**config.mk**
```make
export PLATFORM = sky130hd
export DESIGN_NAME = dma_shape_regs
export DESIGN_NICKNAME = d
export VERILOG_FILES = /design/src/rtl/dma_shape_pkg.sv /design/src/rtl/dma_shape_field.sv /design/src/rtl/dma_shape_rdmux.sv /design/src/rtl/dma_shape_regs.sv
export SDC_FILE = /design/constraint.sdc
export NUM_CORES = 1
export LEC_CHECK = 0
export CORE_ASPECT_RATIO = 0.9
export CORE_MARGIN = 4
export CORE_UTILIZATION = 40
export CTS_CLUSTER_SIZE = 20
export DETAILED_ROUTE_END_ITERATION = 10
export PLACE_DENSITY = 0.77
export REMOVE_ABC_BUFFERS = 1
export SLEW_MARGIN = 20
export SYNTH_ARGS = -nofsm -noshare
export SYNTH_HDL_FRONTEND = slang
export SYNTH_SLANG_ARGS = --single-unit
```
**constraint.sdc**
```tcl
create_clock -name clk -period 3.2 [get_ports clk]
set_clock_uncertainty 0.1 [all_clocks]
set_input_delay 0.48 -clock clk [delete_from_list [all_inputs] [get_ports clk]]
set_output_delay 0.48 -clock clk [all_outputs]
set_load 0.005 [all_outputs]
```
**src/rtl/dma_shape_pkg.sv**
```systemverilog
package dma_shape_pkg;

  typedef enum logic [1:0] {
    KIND_MEMMAP = 2'd0,
    KIND_STREAM = 2'd1,
    KIND_FIFO   = 2'd2
  } port_kind_e;

  localparam int REG_LEN     = 0;
  localparam int REG_ROWS    = 1;
  localparam int REG_SSTRIDE = 2;
  localparam int REG_DSTRIDE = 3;
  localparam int NUM_REGS    = 4;

  // log2 of bytes per beat, capped ladder on the data width in bits
  function automatic int beat_lg2(input int data_w);
    if (data_w > 1024)     return 8;
    else if (data_w > 512) return 7;
    else if (data_w > 256) return 6;
    else if (data_w > 128) return 5;
    else if (data_w > 64)  return 4;
    else if (data_w > 32)  return 3;
    else if (data_w > 16)  return 2;
    else if (data_w > 8)   return 1;
    else                   return 0;
  endfunction

  // memory-mapped ports impose no length granularity
  function automatic int align_bits(input port_kind_e kind, input int data_w);
    return (kind == KIND_MEMMAP) ? 0 : beat_lg2(data_w);
  endfunction

  function automatic int max2(input int a, input int b);
    return (a > b) ? a : b;
  endfunction

endpackage

```
**src/rtl/dma_shape_field.sv**
```systemverilog
module dma_shape_field #(
  parameter int W       = 24,
  parameter int BUS_W   = 32,
  parameter int ONES_N  = 0,
  parameter int ZERO_N  = 0,
  parameter bit PRESENT = 1'b1
) (
  input  logic               clk,
  input  logic               rst_n,
  input  logic               we,
  input  logic [BUS_W-1:0]   wdata,
  input  logic [BUS_W/8-1:0] wstrb,
  output logic [W-1:0]       q
);

  localparam logic [W-1:0] ONES_MASK = W'((64'd1 << ONES_N) - 64'd1);
  localparam logic [W-1:0] ZERO_MASK = W'((64'd1 << ZERO_N) - 64'd1);

  generate
    if (PRESENT) begin : g_store
      logic [W-1:0] stored;
      logic [W-1:0] bit_en;
      logic         unused_tail;

      for (genvar i = 0; i < W; i++) begin : g_lane
        assign bit_en[i] = wstrb[i/8];
      end

      always_ff @(posedge clk or negedge rst_n) begin
        if (!rst_n) begin
          stored <= '0;
        end else if (we) begin
          stored <= (stored & ~bit_en) | (wdata[W-1:0] & bit_en);
        end
      end

      // forcing sits after storage so readback and outputs always agree
      assign q = (stored | ONES_MASK) & ~ZERO_MASK;
      assign unused_tail = ^{wdata, wstrb};
    end else begin : g_absent
      logic unused_in;
      assign unused_in = ^{clk, rst_n, we, wdata, wstrb};
      assign q = '0;
    end
  endgenerate

endmodule

```
**src/rtl/dma_shape_rdmux.sv**
```systemverilog
module dma_shape_rdmux #(
  parameter int NUM    = 4,
  parameter int W      = 24,
  parameter int BUS_W  = 32,
  parameter int ADDR_W = 3
) (
  input  logic                  clk,
  input  logic                  rst_n,
  input  logic                  rd_en,
  input  logic [ADDR_W-1:0]     rd_addr,
  input  logic [NUM-1:0][W-1:0] vals,
  output logic [BUS_W-1:0]      rd_data
);

  logic [BUS_W-1:0] sel;

  always_comb begin
    sel = '0;
    for (int i = 0; i < NUM; i++) begin
      if (rd_addr == ADDR_W'(i)) sel = BUS_W'(vals[i]);
    end
  end

  always_ff @(posedge clk or negedge rst_n) begin
    if (!rst_n) begin
      rd_data <= '0;
    end else if (rd_en) begin
      rd_data <= sel;
    end
  end

endmodule

```
**src/rtl/dma_shape_regs.sv**
```systemverilog
module dma_shape_regs
  import dma_shape_pkg::*;
#(
  parameter int         BUS_W      = 32,
  parameter int         ADDR_W     = 3,
  parameter int         LEN_W      = 24,
  parameter port_kind_e SRC_KIND   = KIND_STREAM,
  parameter port_kind_e DST_KIND   = KIND_MEMMAP,
  parameter int         SRC_DATA_W = 64,
  parameter int         DST_DATA_W = 128,
  parameter bit         TWO_D_EN   = 1'b1
) (
  input  logic               clk,
  input  logic               rst_n,
  input  logic               wr_en,
  input  logic [ADDR_W-1:0]  wr_addr,
  input  logic [BUS_W-1:0]   wr_data,
  input  logic [BUS_W/8-1:0] wr_strb,
  input  logic               rd_en,
  input  logic [ADDR_W-1:0]  rd_addr,
  output logic [BUS_W-1:0]   rd_data,
  output logic [LEN_W-1:0]   xfer_len,
  output logic [LEN_W-1:0]   xfer_rows,
  output logic [LEN_W-1:0]   src_stride,
  output logic [LEN_W-1:0]   dst_stride
);

  localparam int LEN_ALIGN = max2(align_bits(SRC_KIND, SRC_DATA_W),
                                  align_bits(DST_KIND, DST_DATA_W));
  localparam int SRC_CLR   = beat_lg2(SRC_DATA_W);
  localparam int DST_CLR   = beat_lg2(DST_DATA_W);

  logic [NUM_REGS-1:0][LEN_W-1:0] field_q;

  generate
    for (genvar g = 0; g < NUM_REGS; g++) begin : g_field
      localparam int ONES = (g == REG_LEN || g == REG_ROWS) ? LEN_ALIGN : 0;
      localparam int ZERO = (g == REG_SSTRIDE) ? SRC_CLR :
                            (g == REG_DSTRIDE) ? DST_CLR : 0;
      localparam bit HERE = (g == REG_ROWS) ? TWO_D_EN : 1'b1;
      logic we_g;
      assign we_g = wr_en && (wr_addr == ADDR_W'(g));

      dma_shape_field #(
        .W(LEN_W), .BUS_W(BUS_W), .ONES_N(ONES), .ZERO_N(ZERO), .PRESENT(HERE)
      ) u_field (
        .clk(clk), .rst_n(rst_n), .we(we_g),
        .wdata(wr_data), .wstrb(wr_strb), .q(field_q[g])
      );
    end
  endgenerate

  dma_shape_rdmux #(
    .NUM(NUM_REGS), .W(LEN_W), .BUS_W(BUS_W), .ADDR_W(ADDR_W)
  ) u_rdmux (
    .clk(clk), .rst_n(rst_n), .rd_en(rd_en), .rd_addr(rd_addr),
    .vals(field_q), .rd_data(rd_data)
  );

  assign xfer_len   = field_q[REG_LEN];
  assign xfer_rows  = field_q[REG_ROWS];
  assign src_stride = field_q[REG_SSTRIDE];
  assign dst_stride = field_q[REG_DSTRIDE];

endmodule

```
# After elaboration in Yosys (flattened, before gate mapping)
# Cells that the tools add are included.
[word_totals] reg_bits=128 in_bits=46 out_inout_bits=128
[op_classes] n_eq_ne=6 n_mux=4 n_bitwise=10 reduce_logical=6
[op_table] operator="24-bit AND" count=5
[op_table] operator="32-bit two-way mux" count=3
[op_table] operator="24-bit bitwise OR" count=4
[op_table] operator="24-bit two-way mux" count=1
[op_table] operator="24-bit NOT" count=1
[op_table] operator="3-bit by 2-bit == test with 1-bit output, second input constant" count=4
[op_table] operator="3-bit by 1-bit == test with 1-bit output, second input constant" count=2
[op_table] operator="3-bit zero test" count=2
[op_table] operator="1-bit logical AND" count=4

# Depth between registers and ports, before layout
# Gate-level depths: netlist of the first run.
[depth] ltp_word=5 depth_mapped=4 depth_no_buf=3

# Hierarchy
# A second synthesis of the first run with hierarchy kept.
[hier_totals] cells_unflattened=343 area_unflattened_um2=4997.3
[by_module_without_submodules] mod="dma_shape_field at g_field[0].u_field ..." n_inst=3 cells_per_inst=49 area_each_um2=804.5 seq_area_each_um2=525.5
[by_module_without_submodules] mod="dma_shape_rdmux" n_inst=1 cells_per_inst=144 area_each_um2=1757.9 seq_area_each_um2=600.6
[by_module_without_submodules] mod="dma_shape_field at g_field[3].u_field" n_inst=1 cells_per_inst=48 area_each_um2=775.7 seq_area_each_um2=500.5
[by_module_without_submodules] mod="dma_shape_regs" n_inst=1 cells_per_inst=4 area_each_um2=50.0 seq_area_each_um2=0.0

# Worst setup path before layout of the first run
# No wires, ideal clock.
[synth_path] kind="input port to flip-flop" from="in wr_addr[0]" to="reg (tool-made name)" t_arrival_ps=1269 required_time_ps=2975 setup_slack_ps=1706 path_stages=3 n_path_buf=0 path_cell_list="nor4b_4 > nand2_1 > mux2_2"
[synth_rtl] element="from (decl)" line="dma_shape_regs.sv:16" rtl="input logic [ADDR_W-1:0] wr_addr,"

# Worst setup path after layout of the first run
[layout_path] from="in rd_addr[0]" to="reg u_rdmux.rd_data[19]"
[layout_via] elab_chain_cells=5
[layout_rtl] element="from (decl)" line="dma_shape_regs.sv:20" rtl="input logic [ADDR_W-1:0] rd_addr,"
[layout_rtl] element="3-bit zero test" line="dma_shape_rdmux.sv:20" rtl="if (rd_addr == ADDR_W'(i)) sel = BUS_W'(vals[i]);"
[layout_rtl] element="24-bit two-way mux" line="dma_shape_rdmux.sv:20"
[layout_rtl] element="32-bit two-way mux (2 in a row)" line="dma_shape_rdmux.sv:20"
[layout_rtl] element="32-bit two-way mux (*)" line="dma_shape_rdmux.sv:20"
[layout_rtl] element="to (signal assigned)" line="dma_shape_rdmux.sv:28" rtl="rd_data <= sel;"
[layout_rtl] element="to (decl)" line="dma_shape_rdmux.sv:12" rtl="output logic [BUS_W-1:0] rd_data"
# Mark *: on every way between the ends. The rest lies on a longest branch, timed or not.
# A chain may end at the register's enable or synchronous reset.

==> flow_summary.yaml, run 1 <==
outcome:
  outcome: "completed"
timing:
  period_share: 0.6490
  min_period_ns: 2.077
  slew_headroom: 0.3541
  clock.fmax_mhz: 481.5
  rsz0062_at_grt: "false"
  setup_viol: 0
  tightest_slew_ns: 0.9678
  final-hold-violation-count: 0
  setup_tns_ns: 0
  slew_viol_final: 0
pwr:
  p_sw_frac: 0.2628
  pwr_density_cell_nw_per_um2: 622.8
  sequentialPowerShare: 0.460
  pwr-share-comb: 0.285
  ir_drop_mv: 0.3117
  pwr-share-clk: 0.255
  p_int_mw: 2.945
  power.leakage_nw: 2.810
  power.total_mw: 3.995
  p_sw_mw: 1.050
detailed_routing:
  first_pass_iters: 5
  vias: 3265
  routed-wl-met3_um: 884
  drtAntennaViolNets: 0
  drt_iter0_drc: 113
  route.met2.wl_um: 6094
  wl_per_cell_um: 19.56
  avgViaCountPerCell: 5.166
  met1_length_um: 5293
  drc: 0
  top_layer_used: "met4"
  routed_wl_um: 12360
critical_path:
  crit_end: "u_rdmux.rd_data[19]$_DFFE_PN0P_"
  arrival_ns: 2.19
  r2r_end: "u_rdmux.rd_data[19]$_DFFE_PN0P_"
  startpoint_type: "input pin"
  r2r_cells: 3
  r2r_slack_ns: 2.04
  cp_top_family: "buffers and inverters"
  path_depth: 5
  startpoint: "rd_addr[0]"
  worst-path-buf-inv: 2
  cp_slowest_stage_delay_ns: 0.84
  cp_max_fo: 16
  crit_chain: "clkdlybuf4s50_1 -> buf_12 -> mux2_2 -> a22oi_1 -> nand2_1"
  cp_data_required_time_ns: 3.32
  crit_type: "input pin to flop"
  end_kind: "flop"
  worst_path_max_delay_cell: "clkdlybuf4s50_1"
global_routing:
  grt_max_degree: 66
  grt_pass1_wl_um: 19240
  grt_overflow: 0
  grt_pass1_vias: 3459
  grt_use_total: 0.1889
  antenna_found_initial: 0
logic_synthesis:
  ys_async_sr_fraction: 1.000
  synthFlopType: "dfrtp_1"
  synth.distinct_cells: 21
  synth_area_sq_um: 4589
  syn_inst: 330
  yosysWarnings: 0
  yosysTopAreaCell: "dfrtp_1"
  synthMostInstantiatedCell: "dfrtp_1"
  ys_ff_latch: 105
  syn_avg_cell_area_sq_um: 13.91
  yosys-top-cells-count: "dfrtp_1 (105), mux2_2 (103), a22oi_1 (40), nand2_1 (24), buf_4 (23)"
  synthTopCellsByArea: "dfrtp_1 (57%), mux2_2 (25%), a22oi_1 (6.5%)"
  seq_area_frac_synth: 0.5725
  synth-edff-count: 0
  synth.top_cell.area_share: 0.5725
placed_design:
  port_buffers: 140
  post-dp-hpwl_um: 8778
  dp_cells: 616
  place_area_sq_um: 6140
  gp_congestion: 0.7671
die:
  core_area_sq_um: 11040
  start_util: 0.4159
  top_level_ports: 174
  dieArea_sq_um: 13250
  rows: 36
  die_x_um: 120.9
  die_h_um: 109.6
flow_run:
  cap_violations: 0
cts:
  hold_buffers: 0
  cts_max_level: 3
  cts_made_buffers: 9
  root_buffer: "clkbuf_16"
  path_clk_slew_ns: 0.07
  clock_path_buffers: 2
  cts.sinks: 105
  post_cts_buffers: 0
  clock_latency_ns: 0.34
  cts_tree: "done"
  cts_resized: 0
layout:
  fin_cells: 632
  drive_gt1_frac: 0.2896
  n_antenna_cell: 0
  design_area_sq_um: 6415
  fin_nets: 521
  area_growth_pct: 39.78
  fillers: 918
worst_hold_path:
  hold_path_class: "input pin to asynchronous set/reset pin"
cells in the final DEF, fill, tap and decap left out:
cell type,count
a21o_1,1
a22oi_1,40
and4b_1,2
and4bb_2,2
buf_12,2
buf_4,7
clkbuf_1,2
clkbuf_16,9
clkbuf_8,1
clkdlybuf4s50_1,139
clkinv_2,1
clkinv_4,1
clkinvlp_4,2
conb_1,21
dfrtp_1,105
inv_1,1
mux2_2,103
mux2i_1,1
nand2_1,24
nand2_2,8
nand2b_1,1
nand3b_1,1
nor3b_2,1
nor4b_4,1
nor4bb_4,1
o21a_1,1
o21ai_0,2
power by group through the flow:
stage | logic, mW | clock network (mW) | registers (mW)
2_1_floorplan | 0.351 | 0 | 1.84
3_3_place_gp | 1.12 | 0 | 1.84
3_5_place_dp | 1.15 | 0 | 1.86
4_1_cts | 1.15 | 1.04 | 1.84
5_1_grt | 1.22 | 1.10 | 1.88
6_report | 1.14 | 1.02 | 1.84
logic make-up (layout without fill, tap and decap cells):
family / after synthesis / after routing / synth area share
buf+inv: 34 / 165 / 0.04771
other cells: 2 / 21 / 0.001636
compound gates: 44 / 44 / 0.07089
flops: 105 / 105 / 0.5725
simple gates: 41 / 41 / 0.05235
mux: 104 / 104 / 0.2549
cell type report:
| class | count | area, sq um | share of cell area |
|---|---|---|---|
| Multi-Input combinational cell | 210 | 1834 | 0.2859 |
| Inverter | 1 | 3.754 | 0.0005851 |
| Sequential cell | 105 | 2628 | 0.4096 |
| Clock buffer | 12 | 246.5 | 0.03842 |
| Tap cell | 152 | 190.2 | 0.02965 |
| Clock inverter | 4 | 28.78 | 0.004486 |
| Timing Repair Buffer | 148 | 1484 | 0.2313 |
layer usage:
layer | GRT usage | vias to the layer above
met3 | 0.07202 | 11
met5 | 0 | -
met1 | 0.2309 | 1679
met4 | 0.02994 | 0
li1 | - | 1453
met2 | 0.3261 | 122
worst min path at each step:
stage / start / end / slack, ns / depth (start not counted)
2_1_floorplan: rst_n / asynchronous set/reset pin / 0.08 / 0
3_3_place_gp: rst_n / asynchronous set/reset pin / 0.39 / 1
3_5_place_dp: rst_n / asynchronous set/reset pin / 0.40 / 1
4_1_cts: rst_n / asynchronous set/reset pin / 0.04 / 1
5_1_grt: rst_n / asynchronous set/reset pin / 0.05 / 1
6_report: rst_n / asynchronous set/reset pin / 0.03 / 1
through the flow:
stage	utilization	hold WS, ns	setup slack, ns
after floorplan	-	0.08441	0.6630
after global placement	0.5563	0.3902	0.8235
after detailed placement	0.5563	0.4007	0.7460
after CTS	0.5813	0.03603	1.120
after global routing	0.5813	0.05468	1.097
final	0.5813	0.02818	1.123
(Power assumes the default switching activity.)
==> run 2, diff against run 1 <==
==> constraint.sdc (replaced) <==
create_clock -name clk -period 1.93 [get_ports clk]
set_clock_uncertainty 0.1 [all_clocks]
set_input_delay 0.2895 -clock clk [delete_from_list [all_inputs] [get_ports clk]]
set_output_delay 0.2895 -clock clk [all_outputs]
set_load 0.005 [all_outputs]
==> run 2 against run 1 <==
Net effect: non-clock buffer count rose by 5; global-route usage fell by 0.075 points; wire length fell by 1.1%; combinational power rose by 66%; register-to-register slack got worse by 1.2 ns; highest routed layer unchanged.
==> flow_summary.yaml, run 2 (synthesized netlist as in run 1, its figures left out) <==
outcome:
  outcome: "completed"
global_routing:
  busiest_layer: "met2"
  grt_pass1_wl_um: 19100
  gr-usage-met2: 0.3261
  grt_pass1_vias: 3403
  gr-usage-met1: 0.2334
  use_met3: 0.06019
  grt_max_degree: 67
  grt_use_total: 0.1881
  antenna_found_initial: 0
  grt_overflow: 0
critical_path:
  r2r_slack_ns: 0.80
  startpoint_type: "input pin"
  r2r_cells: 3
  arrival_ns: 1.80
  end_kind: "flop"
  r2r_end: "u_rdmux.rd_data[22]$_DFFE_PN0P_"
  cp_max_fo: 5
  crit_type: "input pin to flop"
  cp_data_required_time_ns: 2.05
layout:
  fin_nets: 526
  final_common_cell: "clkdlybuf4s50_1"
  seq_area_sq_um: 2628
  fillers: 886
  n_antenna_cell: 0
  drive_gt1_frac: 0.2955
  multi_input_comb_area_sq_um: 1834
  most-common-layout-cells: "clkdlybuf4s50_1 (139), dfrtp_1 (105), mux2_2 (103), a22oi_1 (40), nand2_1 (24)"
  area_growth_pct: 41.68
  design_area_sq_um: 6502
cts:
  root_buffer: "clkbuf_16"
  cts_max_level: 3
  clock_latency_ns: 0.33
  cts.sinks: 105
  post_cts_buffers: 0
  cts_resized: 0
  cts_made_buffers: 9
  path_clk_slew_ns: 0.07
  clock_path_buffers: 2
  cts_tree: "done"
detailed_routing:
  drtAntennaViolNets: 0
  wl_per_cell_um: 19.22
  vias: 3228
  routed_wl_um: 12220
  drt_iter0_drc: 128
  drc: 0
  first_pass_iters: 4
  avgViaCountPerCell: 5.075
placed_design:
  place_area_sq_um: 6182
  gp_congestion: 0.7746
  port_buffers: 140
  post-dp-hpwl_um: 8824
die:
  start_util: 0.4159
  die_h_um: 109.6
  top_level_ports: 174
  core_area_sq_um: 11040
  dieArea_sq_um: 13250
  rows: 36
  die_x_um: 120.9
pwr:
  power.total_mw: 6.856
  p_sw_mw: 1.744
  pwr-share-comb: 0.276
  pwr-share-clk: 0.279
  pwr_density_cell_nw_per_um2: 1054
  p_int_mw: 5.111
  p_sw_frac: 0.2544
  sequentialPowerShare: 0.444
  ir_drop_mv: 0.5255
  power.leakage_nw: 2.857
timing:
  setup_viol: 0
  slew_viol_final: 0
  clock.fmax_mhz: 597.0
  period_share: 0.8679
  final-hold-violation-count: 0
  min_period_ns: 1.675
  rsz0062_at_grt: "false"
worst_hold_path:
  hold_path_class: "input pin to asynchronous set/reset pin"
flow_run:
  cap_violations: 0
run 2: cell count changes in the layout (fill, tap and decap cells not counted), sizes merged:
cell         previous run  this run
bufinv                  0         2
buf                     9        13
dlygate4sd3             0         1
clkinvlp                2         1
clkbuf                 12        10
run 2: through the flow:
stage	utilization	hold slack [ns]	setup WS (ns)	std cells	setup TNS, ns
finish	0.5892	0.1847	0.2549	636	0
floorplan	-	-0.1061	-0.4165	316	-8.245
CTS	0.5892	0.1740	0.2448	636	0
global route	0.5892	0.2083	0.1993	636	0
global placement	0.5602	-0.001662	-0.05131	620	-2.924
detailed placement	0.5602	-0.001175	-0.1092	620	-5.011
run 2: area by class of cell:
type | count | area share
well taps | 152 | 0.02925
multi-input cells | 210 | 0.2821
flip-flops and latches | 105 | 0.4041
clock inverters | 5 | 0.01251
repair buffers | 153 | 0.2363
clock buffers | 10 | 0.03521
inverters | 1 | 0.0005773
run 2: critical path: stages:
cell and delay, ns:
clkdlybuf4s50_1 0.50, nor4b_4 0.42, nand2_1 0.26, mux2_2 0.33
run 2: how the worst max path moves through the flow:
stage,endpoint,start,cells past startpoint
global route,flop,wr_addr[0],4
global placement,flop,wr_addr[2],4
finish,flop,wr_addr[0],4
floorplan,u_rdmux.rd_data[10]$_DFFE_PN0P_,rd_en,3
CTS,dst_stride[23],flop,1
detailed placement,flop,wr_addr[0],4
run 2: what timing repair did:
item | in CTS | in global routing
endpoints found under the hold margin | 105 | 0
endpoints found under the setup margin | 0 | 0
hold buffers | 1 | 0
run 2: per-layer routing:
metal / share of wire / vias to the layer above
li1: - / 1466
met1: 0.42 / 1647
met2: 0.50 / 110
met3: 0.072 / 5
met4: 0.0054 / 0
met5: 0 / -
run 2: power by group through the flow:
stage | clock network [mW] | logic, mW | registers, mW
final | 1.92 | 1.89 | 3.05
after CTS | 1.97 | 1.92 | 3.05
after global placement | 0 | 1.87 | 3.06
after global routing | 2.04 | 2.04 | 3.12
after detailed placement | 0 | 1.90 | 3.08
after floorplan | 0 | 0.581 | 3.05
==> run 3, diff against run 2 <==
--- a/config.mk
+++ b/config.mk
@@ -12,6 +12,7 @@
 export DETAILED_ROUTE_END_ITERATION = 10
 export PLACE_DENSITY = 0.77
 export REMOVE_ABC_BUFFERS = 1
+export SETUP_SLACK_MARGIN = 0.05
 export SLEW_MARGIN = 20
 export SYNTH_ARGS = -nofsm -noshare
 export SYNTH_HDL_FRONTEND = slang
==> results of run 3 <==
Same layout as run 2: the final DEF is identical, and so are final timing and power.
